===== src/rtl/frac_shaper.sv =====
module frac_shaper #(
  parameter int W = 16,
  parameter int ORDER = 2,
  localparam int OW = ORDER + 1
) (
  input  logic                 clk,
  input  logic                 rst_n,
  input  logic                 step,
  input  logic [W-1:0]         frac,
  output logic signed [OW-1:0] offset
);

  logic [W-1:0] acc [ORDER];
  logic [W:0]   sum [ORDER];
  logic [2:0]   cy;
  logic         d2, d3a, d3b;
  logic [OW-1:0] y;
  logic         idle;

  always_comb begin
    logic [W-1:0] feed;
    feed = frac;
    cy = '0;
    idle = !d2 && !d3a && !d3b;
    for (int g = 0; g < ORDER; g++) begin
      sum[g] = {1'b0, acc[g]} + {1'b0, feed};
      cy[g]  = sum[g][W];
      feed   = sum[g][W-1:0];
      idle   = idle && (acc[g] == '0);
    end
  end

  always_comb begin
    y = OW'(cy[0]);
    if (ORDER >= 2) y = y + OW'(cy[1]) - OW'(d2);
    if (ORDER >= 3) y = y + OW'(cy[2]) - OW'({d3a, 1'b0}) + OW'(d3b);
  end

  always_ff @(posedge clk or negedge rst_n) begin
    if (!rst_n) begin
      for (int g = 0; g < ORDER; g++) acc[g] <= '0;
      d2 <= 1'b0;
      d3a <= 1'b0;
      d3b <= 1'b0;
      offset <= '0;
    end else if (step) begin
      for (int g = 0; g < ORDER; g++) acc[g] <= sum[g][W-1:0];
      d2 <= cy[1];
      d3a <= cy[2];
      d3b <= d3a;
      offset <= y;
    end
  end


  reset_clear_chk: assert property (@(posedge clk) !rst_n |=> offset == '0);


  hold_chk: assert property (@(posedge clk) disable iff (!rst_n)
    !step |=> $stable(offset));


  range_chk: assert property (@(posedge clk) disable iff (!rst_n)
    (offset >= -((2 ** (ORDER - 1)) - 1)) && (offset <= (2 ** (ORDER - 1))));


  quiet_chk: assert property (@(posedge clk) disable iff (!rst_n)
    (step && idle && frac == '0) |=> offset == '0);

endmodule


===== config.mk =====
export PLATFORM = sky130hd
export DESIGN_NAME = frac_shaper
export DESIGN_NICKNAME = d
export VERILOG_FILES = /design/src/rtl/frac_shaper.sv
export SDC_FILE = /design/constraint.sdc
export NUM_CORES = 1
export LEC_CHECK = 0
export CAP_MARGIN = 10
export CORE_UTILIZATION = 50
export DETAILED_ROUTE_END_ITERATION = 10
export HOLD_SLACK_MARGIN = 0.03
export PLACE_DENSITY = 0.7
export SETUP_SLACK_MARGIN = 0.4
export SKIP_LAST_GASP = 1
export SYNTH_ARGS = -nofsm -noshare
export SYNTH_HDL_FRONTEND = slang
export SYNTH_SLANG_ARGS = --single-unit
export TNS_END_PERCENT = 20

===== constraint.sdc =====
create_clock -name clk -period 8.6 [get_ports clk]
set_input_delay 1.72 -clock clk [delete_from_list [all_inputs] [get_ports clk]]
set_output_delay 1.72 -clock clk [all_outputs]
set_load 0.005 [all_outputs]

---- Word-level counts from Yosys, hierarchy flattened ----
Index checks and enable logic that the tools add are counted.
word-level totals
  logic and storage cells ................. 8
  register bits ........................... 36
  bits of input ports ..................... 19
  output and inout bits ................... 3
cells by class
  add/subtract/negate cells ............... 4
operators with widths
  cell              count
  $add A16 B16 Y17  2
  $sub A2 B1 Y3     1
  $add A1 B1 Y2     1

---- Longest topological paths before layout ----
Gate-level depths: netlist (run 1).
  depth after elaboration ................. 4
  depth in mapped cells ................... 20
  gate-level depth less buffers ........... 19

---- Least setup slack after synthesis (run 1) ----
Ideal clock, no wire load.
  path type ............................... input to register
  start ................................... input frac[4]
  end ..................................... register offset[2]
  buffers on the path ..................... 1
  setup slack ............................. 3.198 ns
  setup time .............................. 0.125 ns
  stages .................................. 19
  data required time ...................... 8.475 ns
  arrival time ............................ 5.278 ns
  cells stage by stage .................... ha_1 -> a21oi_1 -> o21ai_0 -> o211ai_1 -> nand2_1 -> xor2_1 -> ha_1 -> clkbuf_1 -> a21oi_1 -> o21ai_0 -> a221oi_1 -> o21ai_1 -> a21oi_1 -> ha_1 -> inv_1 -> ha_1 -> inv_1 -> ha_1 -> mux2_2
RTL lines
  what                  line  text
  start, declared       9     input logic [W-1:0] frac,
  end signal, assigned  51    offset <= y;
  end, declared         10    output logic signed [OW-1:0] offset

==> results.json, run 1 <==
{
  "critical_path_class": "in2reg",
  "avgSynthCellArea_um2": 9.025,
  "boundaryPins": 22,
  "n_antenna_cell": 0,
  "die_w_um": 80.11,
  "wire_per_inst_um": 15.80,
  "r2r.worst_path.cells": 18,
  "cp_max_fo": 9,
  "antenna_found_initial": 0,
  "die-area_um2": 6417,
  "drive_above_1_share_pct": 7.910,
  "final_cell_area_um2": 3387,
  "synth_cells": 338,
  "cts_tree": "built",
  "synth_edf_count": 0,
  "gp_congestion": 0.8798,
  "nets": 409,
  "synthArstFlopShare_pct": 100.0,
  "hold_violations": 0,
  "fin_setup_tns_ps": 0,
  "die_y_um": 80.11,
  "status": "completed",
  "netlist_area_um2": 3050,
  "clock-sinks": 36,
  "yosys_register_bits": 36,
  "clock.fmax_mhz": 166.4,
  "synth.distinct_cells": 52,
  "area_delta_synth_final_pct": 11.03,
  "finalCritPeriodShare_pct": 69.86,
  "hold_ws_ps": 487.1,
  "numCtsBuffers": 5,
  "clk_pin_slew_ps": 70,
  "gr-total-overflow": 0,
  "place_area_um2": 3297,
  "placementRows": 28,
  "coreArea_um2": 5886,
  "grt_usage_pct": 22.89,
  "ys_warn_count": 0,
  "slew_viol_final": 0,
  "synthesis.nets": 394,
  "viasPerCell": 6.042,
  "dp_hpwl_mm": 5.065,
  "fillers": 541,
  "dpl_worst_slack_ps": 2347,
  "cts_setup_buffers": 0,
  "rsz0062_at_grt": "no",
  "ctsRootBufferMaster": "clkbuf_8",
  "first_pass_iters": 4,
  "ys_seq_area_share_pct": 29.53,
  "port_buffers": 21,
  "clk_latency_ps": 290,
  "fin_ws_ps": 2592,
  "cts_max_level": 2,
  "min_path_type": "reg2reg",
  "synth-main-ff-cell": "dfrtp_1",
  "drtIter0Drc": 143,
  "worst_pin_slew_ps": 1028,
  "final_cell_mix": "dfrtp_1, ha_1, a21oi_1",
  "worst_setup_path_start_kind": "input port",
  "min_path_cells": 2,
  "clk_path_buf_depth": 2,
  "drv_cap": 0,
  "initial_core_util_pct": 51.83,
  "arrival_ps": 6180,
  "setup_viol": 0,
  "cts-hold-fix-buffers": 0,
  "grt_pass1_wl_mm": 11.25,
  "finalWirelength_mm": 6.778,
  "cts_resized": 0,
  "worst_clock_skew_ps": 6.637,
  "required_ps": 8770,
  "maxSlewHeadroom_pct": 31.41,
  "worst_setup_path_end_kind": "flip-flop",
  "min_period_ps": 6008,
  "post-route-drc-count": 0,
  "grt_pass1_vias": 2432,
  "rrSetupSlack_ps": 4080,
  "ant_nets": 0,
  "final_common_cell": "dfrtp_1",
  "vias": 2592,
  "grt_max_degree": 41
}
-- cell families (layout without fill, tap and decap cells) --
logic type,count (synthesis),count (layout),share of synthesized area (%)
compound gates,111,111,25.10
simple gates,90,90,13.91
fa+ha+maj,37,37,15.67
flops,36,36,29.53
buf+inv,27,43,3.568
mux,20,20,7.342
xor+xnor,17,17,4.881
-- final cells by class --
| type | count | area, um2 | area share, % |
|---|---|---|---|
| multi-input combinational | 275 | 2041 | 60.25 |
| sequential | 36 | 900.9 | 26.60 |
| timing repair buffer | 22 | 212.7 | 6.280 |
| tap | 75 | 93.84 | 2.771 |
| clock buffer | 8 | 90.09 | 2.660 |
| inverter | 13 | 48.80 | 1.441 |
-- Yosys cell counts (2+ instances only) --
cell type / instances / share of area, %
a211o_1: 6 / 1.7
a211oi_1: 3 / 0.74
a21o_1: 7 / 1.7
a21oi_1: 34 / 5.6
a22oi_1: 2 / 0.49
a311oi_1: 5 / 1.4
and2_1: 4 / 0.82
and3_1: 3 / 0.62
buf_1: 4 / 0.49
clkbuf_1: 9 / 1.1
dfrtp_1: 36 / 30
fa_1: 2 / 1.3
ha_1: 35 / 14
inv_1: 13 / 1.6
mux2_2: 18 / 6.6
nand2_1: 32 / 3.9
nand3_1: 14 / 2.3
nand4_1: 3 / 0.62
nor2_1: 21 / 2.6
nor3_1: 2 / 0.33
o2111ai_1: 4 / 1.1
o211a_1: 2 / 0.66
o211ai_1: 5 / 1.2
o21a_1: 5 / 1.2
o21ai_0: 9 / 1.5
o21ai_1: 6 / 0.98
o21bai_1: 5 / 1.2
o221ai_1: 3 / 0.86
o2bb2ai_1: 3 / 0.86
o31ai_1: 3 / 0.74
or3_1: 2 / 0.41
or4_1: 3 / 0.74
xnor2_1: 11 / 3.2
xor2_1: 6 / 1.7
-- through the flow --
stage	utilization, %	instances
finish	57.55	429
global placement	56.02	421
global route	57.55	429
floorplan	-	338
detailed placement	56.02	421
CTS	57.55	429
-- worst paths after layout --
check / startpoint / end
max: frac[4] / offset[2]$_DFFE_PN0P_
min: acc[30]$_DFFE_PN0P_ / acc[30]$_DFFE_PN0P_
max reg2reg: acc[20]$_DFFE_PN0P_ / offset[2]$_DFFE_PN0P_
min reg2reg: acc[30]$_DFFE_PN0P_ / acc[30]$_DFFE_PN0P_
max in group asynchronous: rst_n / acc[13]$_DFFE_PN0P_
min in group asynchronous: rst_n / acc[17]$_DFFE_PN0P_
-- registers in the layout (all words and copies together), names as in the netlist --
name and cells:
acc 32, d2 1, offset 3
-- critical path, cell delays in order --
cell and delay [ps]:
clkdlybuf4s50_1 410, ha_1 340, a21oi_1 220, o21ai_0 190, o211ai_1 520, nand2_1 200, xor2_1 200, ha_1 390
a21oi_1 310, o21ai_0 190, a221oi_1 280, o21ai_1 140, a21oi_1 180, ha_1 250, inv_1 60, ha_1 140
inv_1 40, ha_1 160, mux2_2 250
-- metal layers --
| layer | up-vias | GRT usage, % | routed length (um) |
|---|---|---|---|
| met5 | - | 0 | 0 |
| met4 | 0 | 8.750 | 176 |
| met3 | 15 | 3.182 | 285 |
| met2 | 45 | 36.24 | 3027 |
| met1 | 1221 | 31.46 | 3288 |
| li1 | 1311 | - | - |
Power of run 1 is left out: the tool's default activity adds up to more than one toggle a clock period on the data nets, which glitch-free logic cannot reach.
==> run 2, diff against run 1 <==
- PLACE_DENSITY: 0.7 -> 0.72
- clock period: 8.6 -> 5.3 ns (I/O delays scaled with it)
==> results.json, run 2 (same netlist as run 1, synthesis figures left out) <==
{
  "worst_clock_skew_ps": 11.04,
  "regArea_um2": 900.9,
  "gp_congestion": 0.9472,
  "clk_latency_ps": 290,
  "slowest_stage": "clkdlybuf4s50_1",
  "place_inst": 444,
  "clock-sinks": 36,
  "critical_path_class": "in2reg",
  "grt_max_degree": 41,
  "stdcell_count": 458,
  "hold_violations": 0,
  "clk_pin_slew_ps": 80,
  "cp_max_fo": 6,
  "max_stage_delay_ps": 480,
  "fillers": 473,
  "maxSlewHeadroom_pct": 45.39,
  "viasPerCell": 6.017,
  "wire_per_inst_um": 15.86,
  "port_buffers": 21,
  "setup_viol": 0,
  "finalWirelength_mm": 7.264,
  "hold_ws_ps": 491.3,
  "clock.fmax_mhz": 212.4,
  "grt_pass1_vias": 2547,
  "worst_setup_path_end_kind": "flip-flop",
  "crit_start": "frac[10]",
  "dp_hpwl_mm": 5.329,
  "antenna_found_initial": 0,
  "status": "completed",
  "finalCritPeriodShare_pct": 88.84,
  "placementRows": 28,
  "clk_path_buf_depth": 2,
  "cp_num_buf_inv": 4,
  "cts_max_level": 2,
  "reg_top3": "acc x32, offset x3, d2 x1",
  "fin_setup_tns_ps": 0,
  "ctsRootBufferMaster": "clkbuf_8",
  "initial_core_util_pct": 51.83,
  "worst_pin_slew_ps": 819.1,
  "rsz0062_at_grt": "no",
  "cts_tree": "built",
  "nets": 438,
  "slew_viol_final": 0,
  "worst_hold_startpoint": "acc[30]$_DFFE_PN0P_",
  "final_common_cell": "dfrtp_1",
  "fin_ws_ps": 591.4,
  "ant_nets": 0,
  "arrival_ps": 4880,
  "drtIter0Drc": 116,
  "boundaryPins": 22,
  "vias": 2756,
  "multi_input_area_um2": 2215,
  "first_pass_iters": 4,
  "r2r-start": "acc[18]$_DFFE_PN0P_",
  "die-area_um2": 6417,
  "drv_cap": 0,
  "grt_pass1_wl_mm": 11.63,
  "grt_usage_pct": 23.37,
  "min_period_ps": 4709,
  "drive_above_1_share_pct": 22.19,
  "top_register": "acc",
  "required_ps": 5470,
  "critical_path.top_delay_family": "compound AO/OA/AOI/OAI gates",
  "coreArea_um2": 5886,
  "min_path_type": "reg2reg",
  "crit_chain": "clkdlybuf4s50_1 > ha_2 > a21oi_2 > o21bai_2 > a21oi_2 > mux2_1 > a311oi_2 > buf_4 > ha_4 > a21o_1 > a221oi_2 > o21ai_4 > a21oi_2 > ha_1 > inv_1 > ha_1 > inv_1 > ha_1 > mux2_2",
  "largest_reg_flops": 32,
  "numCtsBuffers": 5,
  "worst_setup_path_start_kind": "input port",
  "area_delta_synth_final_pct": 25.02,
  "gr-total-overflow": 0,
  "die_y_um": 80.11,
  "post-route-drc-count": 0,
  "n_antenna_cell": 0,
  "cts-hold-fix-buffers": 0,
  "final_cell_mix": "dfrtp_1, nand2_1, buf_4",
  "dpl_worst_slack_ps": 52.39,
  "die_w_um": 80.11
}
[run 2: cell count changes in the layout (fill, tap and decap cells not counted), sizes merged]
cell,before,now
bufinv,0,1
dlymetal6s2s,0,7
clkbuf,8,6
clkdlybuf4s50,20,13
clkinv,0,1
buf,2,31
[run 2: final cells by class]
cell class / instances / area share, %
clock buffers: 6 / 1.903
clock inverters: 2 / 0.9186
inverters: 13 / 1.280
multi-input cells: 275 / 58.07
flip-flops and latches: 36 / 23.62
well taps: 75 / 2.461
repair buffers: 51 / 11.75
[run 2: timing repair]
item,in CTS,in global routing
setup buffers,0,6
pin swaps,3,16
setup endpoints to repair,2,3
gates resized for setup,4,36
[run 2: worst register-to-register path, delay by kind of cell, from the launching register on]
family | cells | cell delay, ps
AOI/OAI and AO/OA | 8 | 1510
buffers and inverters | 5 | 560
and+or+nand+nor | 1 | 180
DFF | 1 | 420
muxes | 1 | 250
adders and majority gates | 5 | 1020
[run 2: routing by layer]
layer / vias up / track usage, % / routed length [um]
met3: 12 / 3.864 / 333
met4: 0 / 6.786 / 114
met1: 1311 / 29.62 / 3338
met2: 72 / 40.60 / 3476
li1: 1361 / - / -
met5: - / 0 / 0
[run 2: final timing paths]
| kind | end | slack (ps) | cells after the start |
|---|---|---|---|
| max in group asynchronous | acc[13]$_DFFE_PN0P_ | 3910 | 1 |
| setup / recovery | offset[2]$_DFFE_PN0P_ | 590 | 19 |
| hold / removal | acc[30]$_DFFE_PN0P_ | 490 | 2 |
| setup reg to reg | offset[2]$_DFFE_PN0P_ | 1240 | 20 |
| hold reg to reg | acc[30]$_DFFE_PN0P_ | 490 | 2 |
| min in group asynchronous | acc[17]$_DFFE_PN0P_ | 860 | 1 |
[run 2: through the flow]
stage                     utilization (%)  instance area (um2)
after global routing                64.80                 3814
after CTS                           60.97                 3588
after global placement              58.95                 3470
after floorplan                         -                 3050
final                               64.80                 3814
after detailed placement            58.95                 3470
Power of run 2 is left out for the same reason.
